## config.mk

```make
export PLATFORM = sky130hd
export DESIGN_NAME = planar_rd_path
export DESIGN_NICKNAME = d
export VERILOG_FILES = /design/src/rtl/planar_rd_pkg.sv /design/src/rtl/planar_cfg_regs.sv /design/src/rtl/planar_plane_sel.sv /design/src/rtl/planar_color_match.sv /design/src/rtl/planar_rd_path.sv
export SDC_FILE = /design/constraint.sdc
export NUM_CORES = 1
export LEC_CHECK = 0
export BUFFER_PORTS_ARGS = -buffer_cell sky130_fd_sc_hd__clkbuf_2
export CORE_MARGIN = 5
export CORE_UTILIZATION = 50
export DETAILED_ROUTE_END_ITERATION = 10
export PLACE_DENSITY = 0.79
export SLEW_MARGIN = 30
export SYNTH_ARGS = -nofsm -noshare
export SYNTH_HDL_FRONTEND = slang
export SYNTH_SLANG_ARGS = --single-unit
export TNS_END_PERCENT = 10
```

## constraint.sdc

```tcl
create_clock -name clk -period 3.91 [get_ports clk]
set_input_delay 0.1955 -clock clk [delete_from_list [all_inputs] [get_ports clk]]
set_output_delay 0.1955 -clock clk [all_outputs]
set_load 0.005 [all_outputs]
```

## src/rtl/planar_rd_pkg.sv

```systemverilog
package planar_rd_pkg;

  typedef enum logic {
    RD_PICK  = 1'b0,
    RD_MATCH = 1'b1
  } rd_mode_e;

endpackage

```

## src/rtl/planar_cfg_regs.sv

```systemverilog
module planar_cfg_regs
  import planar_rd_pkg::*;
#(
  parameter int NPLANES = 4,
  localparam int SELW = $clog2(NPLANES)
) (
  input  logic               clk,
  input  logic               rst_n,
  input  logic               we,
  input  logic               mode_in,
  input  logic [SELW-1:0]    plane_in,
  input  logic               chain_in,
  input  logic               pair_in,
  input  logic [NPLANES-1:0] color_in,
  input  logic [NPLANES-1:0] care_in,
  output rd_mode_e           mode_q,
  output logic [SELW-1:0]    plane_q,
  output logic               chain_q,
  output logic               pair_q,
  output logic [NPLANES-1:0] color_q,
  output logic [NPLANES-1:0] care_q
);

  always_ff @(posedge clk) begin
    if (!rst_n) begin
      mode_q  <= RD_PICK;
      plane_q <= '0;
      chain_q <= 1'b0;
      pair_q  <= 1'b0;
      color_q <= '0;
      care_q  <= '0;
    end else if (we) begin
      mode_q  <= rd_mode_e'(mode_in);
      plane_q <= plane_in;
      chain_q <= chain_in;
      pair_q  <= pair_in;
      color_q <= color_in;
      care_q  <= care_in;
    end
  end

endmodule

```

## src/rtl/planar_plane_sel.sv

```systemverilog
module planar_plane_sel #(
  parameter int NPLANES = 4,
  localparam int SELW = $clog2(NPLANES)
) (
  input  logic [SELW-1:0] plane,
  input  logic            chain,
  input  logic            pair,
  input  logic [SELW-1:0] addr,
  output logic [SELW-1:0] sel
);

  always_comb begin
    if (chain)
      sel = addr;
    else if (pair)
      sel = {plane[SELW-1:1], addr[0]};
    else
      sel = plane;
  end

  // address bits decide the plane whenever chain addressing is on
  always_comb begin
    if (chain) p_chain_wins_r5: assert (sel == addr);
  end

endmodule

```

## src/rtl/planar_color_match.sv

```systemverilog
module planar_color_match #(
  parameter int NPLANES = 4,
  parameter int PLANE_W = 8,
  localparam int WORD_W = NPLANES * PLANE_W
) (
  input  logic [WORD_W-1:0]  word,
  input  logic [NPLANES-1:0] color,
  input  logic [NPLANES-1:0] care,
  output logic [PLANE_W-1:0] hits
);

  for (genvar n = 0; n < PLANE_W; n++) begin : g_pix
    logic [NPLANES-1:0] ok;
    for (genvar b = 0; b < NPLANES; b++) begin : g_pln
      assign ok[b] = !care[b] || (word[b*PLANE_W+n] == color[b]);
    end
    assign hits[n] = &ok;
  end

endmodule

```

## src/rtl/planar_rd_path.sv

```systemverilog
module planar_rd_path
  import planar_rd_pkg::*;
#(
  parameter int NPLANES = 4,
  parameter int PLANE_W = 8,
  localparam int SELW = $clog2(NPLANES),
  localparam int WORD_W = NPLANES * PLANE_W
) (
  input  logic               clk,
  input  logic               rst_n,
  input  logic               cfg_we,
  input  logic               cfg_mode,
  input  logic [SELW-1:0]    cfg_plane,
  input  logic               cfg_chain,
  input  logic               cfg_pair,
  input  logic [NPLANES-1:0] cfg_color,
  input  logic [NPLANES-1:0] cfg_care,
  input  logic               fb_vld,
  input  logic [WORD_W-1:0]  fb_data,
  input  logic [SELW-1:0]    fb_addr,
  output logic               rd_vld,
  output logic [PLANE_W-1:0] rd_byte,
  output logic [WORD_W-1:0]  latch_q
);

  rd_mode_e           mode_q;
  logic [SELW-1:0]    plane_q;
  logic               chain_q;
  logic               pair_q;
  logic [NPLANES-1:0] color_q;
  logic [NPLANES-1:0] care_q;

  planar_cfg_regs #(.NPLANES(NPLANES)) u_cfg (
    .clk      (clk),
    .rst_n    (rst_n),
    .we       (cfg_we),
    .mode_in  (cfg_mode),
    .plane_in (cfg_plane),
    .chain_in (cfg_chain),
    .pair_in  (cfg_pair),
    .color_in (cfg_color),
    .care_in  (cfg_care),
    .mode_q   (mode_q),
    .plane_q  (plane_q),
    .chain_q  (chain_q),
    .pair_q   (pair_q),
    .color_q  (color_q),
    .care_q   (care_q)
  );

  logic [SELW-1:0] sel;

  planar_plane_sel #(.NPLANES(NPLANES)) u_sel (
    .plane (plane_q),
    .chain (chain_q),
    .pair  (pair_q),
    .addr  (fb_addr),
    .sel   (sel)
  );

  logic [PLANE_W-1:0] planes [NPLANES];
  for (genvar b = 0; b < NPLANES; b++) begin : g_split
    assign planes[b] = fb_data[b*PLANE_W +: PLANE_W];
  end

  logic [PLANE_W-1:0] match_bits;

  planar_color_match #(.NPLANES(NPLANES), .PLANE_W(PLANE_W)) u_match (
    .word  (fb_data),
    .color (color_q),
    .care  (care_q),
    .hits  (match_bits)
  );

  logic [PLANE_W-1:0] next_byte;
  assign next_byte = (mode_q == RD_MATCH) ? match_bits : planes[sel];

  always_ff @(posedge clk) begin
    if (!rst_n) begin
      rd_vld  <= 1'b0;
      rd_byte <= '0;
      latch_q <= '0;
    end else begin
      rd_vld <= fb_vld;
      if (fb_vld) begin
        latch_q <= fb_data;
        rd_byte <= next_byte;
      end
    end
  end

  // the latch takes the whole word on a read
  p_latch_load_r2: assert property (@(posedge clk) disable iff (!rst_n)
    fb_vld |=> latch_q == $past(fb_data));

  // the latch holds between reads
  p_latch_hold_r2: assert property (@(posedge clk) disable iff (!rst_n)
    !fb_vld |=> $stable(latch_q));

  // the host byte holds when no word arrived
  p_byte_hold_r3: assert property (@(posedge clk) disable iff (!rst_n)
    !fb_vld |=> $stable(rd_byte) && !rd_vld);

  // with every plane excluded, match mode returns all ones
  p_all_excluded_r8: assert property (@(posedge clk) disable iff (!rst_n)
    fb_vld && mode_q == RD_MATCH && care_q == '0 && !cfg_we |=> rd_byte == '1);

endmodule

```

### Word level (Yosys, flattened, before mapping)

Cells that the tools add are included.

| storage, ports and cells | value |
|---|---|
| output and inout bits | 41 |
| logic and storage cells | 93 |
| bits of input ports | 51 |
| register bits after elaboration | 54 |

| operators by class | value |
|---|---|
| magnitude comparators | 1 |
| bitwise gates (word level) | 1 |
| reduce and logical (&&, ||, !) cells | 44 |
| eq/ne operators | 32 |
| mux-type cells | 6 |

Operators by type and width:

| operator | count |
|---|---|
| $eq A1 B1 Y1 | 32 |
| $logic_or A1 B1 Y1 | 32 |
| $reduce_and A4 Y1 | 8 |
| $mux W8 | 3 |
| $bmux W8 S2 | 1 |
| $logic_not A1 Y1 | 4 |
| $ge A3 B3 Y1 const B | 1 |
| $not A2 Y3 | 1 |
| $mux W2 | 1 |
| $mux W1 | 1 |

### Longest topological paths before layout

Gate-level depths: netlist of run 1.

| depth | value |
|---|---|
| word-level depth | 7 |
| depth in mapped cells | 5 |
| gate-level depth less buffers | 4 |

### By module

A second synthesis of run 1 with hierarchy kept.

| second synthesis, totals | value |
|---|---|
| cell total of the unflattened synthesis | 263 |
| area, all modules | 2,829.0 µm² |

By module, submodules not included:

| module | cells an instance | seq. area each (µm²) | times used | area each (µm²) |
|---|---|---|---|---|
| planar_rd_path | 162 | 820.8 | 1 | 1,781.7 |
| planar_color_match | 56 | 0.0 | 1 | 514.2 |
| planar_cfg_regs | 42 | 260.2 | 1 | 506.7 |
| planar_plane_sel | 3 | 0.0 | 1 | 26.3 |

### Worst setup path after synthesis of run 1

OpenSTA, ideal clock, no wires.

| path | value |
|---|---|
| path kind | register -> register |
| start point | reg u_cfg.chain_q |
| end point | reg rd_byte[5] |
| data required time | 3.789 ns |
| period minus slack after synthesis | 1.756 ns |
| setup slack | 2.154 ns |
| stages on the path, launching flop included | 6 |
| buffers on the path | 1 |
| library setup time | 0.121 ns |
| data arrival time | 1.635 ns |
| cell sequence | dfxtp_1 mux2i_2 buf_6 mux2_1 a221oi_1 o21ai_1 |

| between the ends | value |
|---|---|
| cells in the longest elaborated chain, start to end | 6 |

RTL lines:

| what | RTL line | RTL |
|---|---|---|
| start, declared | planar_cfg_regs.sv:18 | `output logic chain_q,` |
| start signal, assigned | planar_cfg_regs.sv:35 | `chain_q <= chain_in;` |
| $mux W2 | planar_plane_sel.sv:13 | `if (chain)` |
| $not A2 Y3 (implied by the code) | planar_rd_path.sv:76 | `assign next_byte = (mode_q == RD_MATCH) ? match_bits : planes[sel];` |
| $bmux W8 S2 | planar_rd_path.sv:76 |  |
| $mux W8 (implied by the code) (2 in a row) | planar_rd_path.sv:76 |  |
| $mux W8 | planar_rd_path.sv:76 |  |
| end signal, assigned | planar_rd_path.sv:87 | `rd_byte <= next_byte;` |
| end, declared | planar_rd_path.sv:22 | `output logic [PLANE_W-1:0] rd_byte,` |

No other way between the ends. The select of a mux whose other input is x is not followed.
A chain may end at the register's enable or synchronous reset.

### Worst setup path after layout of run 1

| path | value |
|---|---|
| start point | reg u_cfg.chain_q |
| end point | reg rd_byte[2] |

Same word-level chain as after synthesis.

==> summary.txt, run 1 <==
Status
  – Outcome: complete, no violations

Clocking
  – TritonCTS clock tree: yes
  – Cts bufs inserted: 5
  – Clk root buf: clkbuf_8
  – CTS Sinks: 54
  – Post-CTS Resized: 0
  – CTS H-tree depth: 2
  – Clock transition at path regs: around 0.09 ns
  – Setup repair bufs after CTS: 0
  – CTS Hold Bufs: 0
  – Worst-Skew Late Latency: 0.30 ns
  – Clock Path Buffers: 2

GRT
  – Vias in the first global route: 2,346
  – Largest net degree at the start of global routing: 56
  – GRT overflow: 0
  – Total track usage: 0.2009
  – Initial antenna violation count: 0
  – Global-route wire length before repair: 11,580 um

Drt
  – Via density per instance: 5.386
  – Initial DRC count: 217
  – Routed wire per std cell: 16.40 um
  – Post-detailed-route count of antenna-violating nets: 0
  – # DRC: 0
  – Aggregate routed wire length: around 6900 um
  – Via count: 2,262
  – DRT Pass-1 Iters: 4

Setup path
  – Crit path kind: flip-flop to flip-flop
  – Crit-path max cell delay: 0.61 ns
  – CP required: ~4.1 ns
  – Slowest cell on crit path: mux2i_4
  – Worst Path Arrival: 2.18 ns
  – CP max FO: 16
  – CP endpoint kind: flip-flop
  – Crit start category: flip-flop
  – Cells along the critical path: mux2i_4, mux2_2, a221oi_1, o21ai_1

Run
  – Max_cap viols: 0

Final layout
  – P&R area growth vs syn: 20.30%
  – Layout cells sized above 1: 0.3132
  – Filler instances: 495
  – Final nets: 398
  – Fin cells: 420
  – Ant diodes: 0

Floorplanning
  – Row cnt: 27
  – Die Y: around 84 um
  – I/O Pins: 92
  – Die area: a little over 7000 um^2
  – Core footprint: approximately 5400 um^2
  – Die width: roughly 84 um
  – Starting Density: 0.5062

Timing
  – Slew Viols, Final: 0
  – Max Clk Rate: about 500 MHz
  – Worst Skew: 0.004712 ns
  – Worst slew pin tran: between 0.8 and 0.9 ns
  – Final setup vio count: 0
  – Slew margin rel.: 0.4371
  – Final hold viol count: 0
  – Hold WS: around 0.15 ns
  – Sum Neg Setup Slack: 0 ns
  – Fin crit share: 0.5096
  – Final worst path period need: roughly 2 ns
  – RSZ-0062 raised after global routing: false

Pwr
  – VDD IR max: 0.2156 mV
  – Pwr dens: between 300 and 400 nW/um^2
  – Total power: 1.166 mW
  – Leak: 1.562 nW

Synthesis
  – Syn Nets: 323
  – Post-synthesis cell area: 2736 um^2
  – Syn avg cell area: between 10 and 15 um^2
  – Yosys warns: 0
  – #FFs+latches synth: 54
  – Unique masters post-synth: 24
  – Register area share after synthesis: 0.3951
  – Post-Synthesis Cells: 272

Placed design
  – Dpl hpwl: 5087 um
  – Placed Cells: 412
  – Routability congestion estimate: slightly below 0.9
  – IO buf count: 91

Hold path
  – Min-Delay Path Class: primary input to flip-flop
routing by layer:
metal / GRT usage / share of wire / vias to the layer above
met5: 0 / 0 / -
met4: 0.07310 / 0.023 / 0
met3: 0.06515 / 0.086 / 13
met2: 0.3232 / 0.48 / 90
met1: 0.2509 / 0.41 / 1066
li1: - / - / 1093
cell usage in the layout, fill, tap and decap left out, types with 6 or more instances in the layout:
cell type	instances
clkbuf_2	91
dfxtp_1	54
mux2i_1	45
nor2b_1	45
xor2_1	32
mux2_1	9
o21ai_0	8
a221oi_1	8
a222oi_1	8
nand2_1	8
nand3_1	8
o21ai_1	8
mux2_2	7
clkbuf_8	6
logic make-up (layout without fill, tap and decap cells):
kind of cell	after synthesis	after routing	synth area share
AOI/OAI and AO/OA	34	34	0.09054
xor gates and xnor gates	32	32	0.1024
buffers and inverters	25	101	0.03887
DFF	54	54	0.3951
muxes	62	62	0.2355
and+or+nand+nor	65	65	0.1376
layout make-up:
class,instances,area [um^2],area share
clock buffers,7,86.33,0.02623
clock inverters,1,5.005,0.001520
inverters,1,3.754,0.001140
multi-input cells,193,1563,0.4747
flip-flops and latches,54,1081,0.3284
well taps,72,90.09,0.02737
repair buffers,92,462.9,0.1406
cells in the mapped netlist (all sizes together):
cell	count	area share
nor2b	45	0.10
nand2	8	0.011
o21ba	1	0.0037
mux2	16	0.066
buf	7	0.014
inv	1	0.0014
and3	1	0.0023
nor3b	1	0.0027
mux2i	46	0.17
a221oi	8	0.026
o21a	1	0.0027
nor3	1	0.0018
xor2	32	0.10
o21ai	16	0.029
a222oi	8	0.029
nand3	8	0.015
and2	1	0.0023
clkbuf	17	0.023
dfxtp	54	0.40
flip-flops by register name, indices dropped and copies added (netlist names):
| register | count |
|---|---|
| u_cfg.care_q | 4 |
| u_cfg.color_q | 4 |
| u_cfg.chain_q | 1 |
| rd_vld | 1 |
| u_cfg.plane_q | 2 |
| u_cfg.mode_q | 1 |
| rd_byte | 8 |
| u_cfg.pair_q | 1 |
| latch_q | 32 |
power by group:
| group | leakage (nW) | internal [mW] | switching (mW) |
|---|---|---|---|
| clock | 0.0482 | 0.143 | 0.174 |
| sequential | 0.447 | 0.587 | 0.0351 |
| combinational | 1.07 | 0.117 | 0.109 |
| total | 1.56 | 0.847 | 0.318 |
through the flow:
stage	cell area [um^2]	worst slack, ns	util
after detailed placement	3196	1.906	0.5912
after floorplan	2736	2.154	-
after CTS	3287	1.896	0.6081
after global placement	3187	1.767	0.5896
final	3292	1.918	0.6090
after global routing	3292	1.823	0.6090
worst max-delay path, delay by kind of cell, from the launching register on:
family / cells / cell delay, ns
flops: 1 / 0.44
compound gates: 2 / 0.43
mux: 2 / 1.02
path summary, 6_finish.rpt:
path,startpoint,endpoint,slack (ns),depth (start not counted)
min,cfg_plane[0],u_cfg.plane_q[0],0.15,3
min reg2reg,latch_q[24],latch_q[24],0.52,2
max,u_cfg.chain_q,rd_byte[2],1.92,4
max reg2reg,u_cfg.chain_q,rd_byte[2],1.92,4
Note: power is estimated with default switching activity, not from simulation.
==> run 2: changes to the inputs <==
- ABC_AREA: default -> 1
- CORE_UTILIZATION: 50 -> 46
- PLACE_DENSITY: 0.79 -> 0.77
- clock period: 3.91 -> 1.6 ns (I/O delays scaled with it)
==> run 2 against run 1 <==
Non-clock buffer count rose by 8. Maximum frequency rose by 38%. Worst setup slack got worse by 1.8 ns. Clock power rose to 2.5 times the previous value. Critical endpoint is now rd_byte[3]. Sequential power rose by 150%. Largest cell class unchanged. Synthesized cell count rose by 60%. Routed wire length rose by 31%. Sequential share of layout area fell by 1.1 points. Combinational power rose to 3.1 times the previous value. First-iteration DRC count rose by 28%. Utilization fell by 3.4 points.
==> summary.txt, run 2 <==
Hold path
  – Hold depth: 3 (unchanged)
  – Min-delay src: cfg_pair
  – Endpoint, Worst Hold: u_cfg.pair_q
  – Min-Delay Path Class: primary input to flip-flop

Timing
  – Worst Skew: 0.01831 ns (+0.01360 ns)
  – Final setup vio count: 0 (unchanged)
  – Final WS setup: 0.1607 ns (-1.757 ns)
  – Slew margin rel.: 0.7261 (+0.2890)
  – Slew Viols, Final: 0 (unchanged)
  – Sum Neg Setup Slack: 0 ns (unchanged)
  – Max Clk Rate: 694.8 MHz (+38%)
  – Worst slew pin tran: 0.4108 ns (-0.4335 ns)
  – Final worst path period need: 1.439 ns (-0.5532 ns)
  – Final hold viol count: 0 (unchanged)
  – Fin crit share: 0.8996 (+0.3900)
  – RSZ-0062 raised after global routing: false

Setup path
  – Crit-path max cell delay: 0.47 ns (-0.14 ns)
  – CP endpoint kind: flip-flop
  – Worst Path Arrival: 1.68 ns (-0.50 ns)
  – Worst reg2reg path startpoint: u_cfg.chain_q
  – Cells along the critical path: nor2_2, nand2_4, nand2_4, nand2_1, nand3_1, nand2_1, nand2_1, a21oi_1
  – CP most frequent cell: nand2_1
  – CP max FO: 17 (+1)
  – Crit start category: flip-flop
  – CP required: 1.84 ns (-2.26 ns)
  – Worst R2R Path Depth: 8 (+4)
  – R2R Path End: rd_byte[3]
  – Slowest cell on crit path: dfxtp_1
  – Crit path kind: flip-flop to flip-flop
  – Worst reg2reg setup slack: 0.16 ns (-1.76 ns)

Synthesis
  – Synth Area in XOR/XNOR: 0 (-0.1024)
  – Compound-Gate Fraction of Synth Area: 0.1912 (+0.1007)
  – #FFs+latches synth: 54 (unchanged)
  – Post-synthesis mux area share: 0 (-0.2355)
  – Post-Synth Adder-Cell Area: 0 (unchanged)
  – Post-Synthesis Cells: 436 (+60%)
  – Yosys warns: 0 (unchanged)
  – Yosys top cell area share: 0.3878 (-0.007270)
  – Register area share after synthesis: 0.3878 (-0.007270)
  – Syn Nets: 487 (+51%)
  – Async SR Flop Fraction: 0 (unchanged)
  – Combinational family with the most area after synthesis: simple AND/OR/NAND/NOR gates
  – Synth Area in Simple Gates: 0.3200 (+0.1824)
  – Main synth FF type: dfxtp_1
  – Synth area leader: dfxtp_1
  – Commonest cells post-synth: 106 x nand2_1, 72 x nand3_1, 54 x dfxtp_1, 45 x a21oi_1, 40 x o21ai_0
  – Syn avg cell area: 6.394 um^2 (-36%)
  – Number of enable flip-flop cells after synthesis: 0 (unchanged)
  – Unique masters post-synth: 19 (-21%)
  – Main area contributors after synthesis: dfxtp_1 39%, nand2_1 14%, nand3_1 13%, a21oi_1 8.1%, o21ai_0 7.2%
  – Post-synthesis cell area: 2788 um^2 (+1.9%)
  – Most common cell in the netlist: nand2_1

Clocking
  – CTS Hold Bufs: 3 (+3)
  – Worst-Skew Late Latency: 0.31 ns (about the same)
  – Cts bufs inserted: 5 (unchanged)
  – Clk root buf: clkbuf_8
  – Setup repair bufs after CTS: 0 (unchanged)
  – Clock Path Buffers: 2 (unchanged)
  – CTS H-tree depth: 2 (unchanged)
  – Clock transition at path regs: 0.10 ns (about the same)
  – TritonCTS clock tree: yes
  – Post-CTS Resized: 0 (unchanged)
  – CTS Sinks: 54 (unchanged)

Drt
  – Via density per instance: 5.309 (-1.4%)
  – # DRC: 0 (unchanged)
  – Routed wire per std cell: 15.24 um (-7.0%)
  – Initial DRC count: 278 (+28%)
  – Aggregate routed wire length: 9025 um (+31%)
  – Via count: 3,143 (+39%)
  – Post-detailed-route count of antenna-violating nets: 0 (unchanged)
  – DRT Pass-1 Iters: 5 (+1)

Final layout
  – Ant diodes: 0 (unchanged)
  – Commonest non-fill, non-tap cell in the layout: nand2_1
  – Register bank with the most flops: latch_q
  – Filler instances: 628 (+27%)
  – Max reg flops: 32 (unchanged)
  – P&R area growth vs syn: 22.08%
  – Final nets: 567 (+42%)
  – Largest regs: latch_q x32, rd_byte x8
  – Layout cells sized above 1: 0.2302 (-0.08304)
  – Commonest cells after routing, fill and taps aside: 106 x nand2_1, 91 x clkbuf_2, 72 x nand3_1
  – Final core occ: 0.5748 (-0.03422)
  – Fin cells: 592 (+41%)

GRT
  – Initial antenna violation count: 0 (unchanged)
  – Total track usage: 0.2382 (+0.03730)
  – Vias in the first global route: 2,854 (+22%)
  – GRT overflow: 0 (unchanged)
  – Global-route wire length before repair: 14,450 um (+25%)
  – Largest net degree at the start of global routing: 40 (-29%)

Floorplanning
  – Die area: 7717 um^2 (+9.4%)
  – I/O Pins: 92 (unchanged)
  – Die Y: 87.85 um (+4.6%)
  – Core footprint: 5921 um^2 (+9.5%)
  – Die width: 87.85 um (+4.6%)
  – Row cnt: 28 (+3.7%)
  – Starting Density: 0.4708 (-0.03541)

Pwr
  – Pwr dens: 889.9 nW/um^2 (+150%)
  – Leak: 1.741 nW (+11%)
  – VDD IR max: 0.4973 mV (+130%)

Run
  – Max_cap viols: 0 (unchanged)

Placed design
  – IO buf count: 91 (unchanged)
  – Worst Setup Slack post-DPL: 0.2056 ns (-1.701 ns)
  – Dpl hpwl: 7161 um (+41%)
  – Routability congestion estimate: 0.9342 (+7.6%)
  – Placed Cells: 581 (+41%)

Status
  – Outcome: complete, no violations
## run 2: changes by cell type in the layout (fill, tap and decap cells not counted), moves of 9 or more
cell,delta
nand2_1,+98
nand3_1,+64
a21oi_1,+45
mux2i_1,-45
nor2b_1,-45
inv_1,+35
o21ai_0,+32
xor2_1,-32
nor2_1,+28
mux2_1,-9
## run 2: final cells by class
cell class | count | area, um^2 | share of cell area
clock buffers | 6 | 82.58 | 0.02426
clock inverters | 2 | 12.51 | 0.003676
inverters | 44 | 165.2 | 0.04853
multi-input cells | 311 | 1425 | 0.4188
flip-flops and latches | 54 | 1081 | 0.3176
well taps | 75 | 93.84 | 0.02757
repair buffers | 100 | 543.0 | 0.1596
## run 2: cell families (layout without fill, tap and decap cells)
family	Yosys count	after routing
flops	54	54
buf+inv	71	152
compound gates	102	102
simple gates	209	209
## run 2: critical path, delay by kind of cell (launching register included)
kind               cells  cell delay [ns]
and+or+nand+nor        7             0.78
DFF                    1             0.47
AOI/OAI and AO/OA      1             0.13
## run 2: per-stage QoR
stage	power, mW	area [um^2]	hold WS, ns
floorplan	1.969	2788	0.2149
global placement	2.232	3278	0.3039
detailed placement	2.243	3278	0.3111
CTS	3.043	3403	0.009895
global route	3.205	3403	0.02684
finish	3.029	3403	0.009149
## run 2: worst max-delay path by stage
stage	cells after the start	end	startpoint	slack, ns
finish	8	rd_byte[3]	u_cfg.chain_q	0.16
global route	8	rd_byte[3]	u_cfg.chain_q	0.01
CTS	8	rd_byte[3]	u_cfg.chain_q	0.17
detailed placement	8	rd_byte[3]	u_cfg.chain_q	0.21
global placement	8	rd_byte[3]	u_cfg.chain_q	0.25
floorplan	7	rd_byte[6]	u_cfg.chain_q	0.36
## run 2: metal layers
layer / global-route usage / share of wire
met1: 0.3236 / 0.45
met5: 0 / 0
met3: 0.04986 / 0.090
met4: 0.03487 / 0.0053
met2: 0.3979 / 0.46
## run 2: power by group
part,internal [mW],switching (mW)
Clock,0.349,0.453
Sequential,1.44,0.0837
Combinational,0.274,0.426
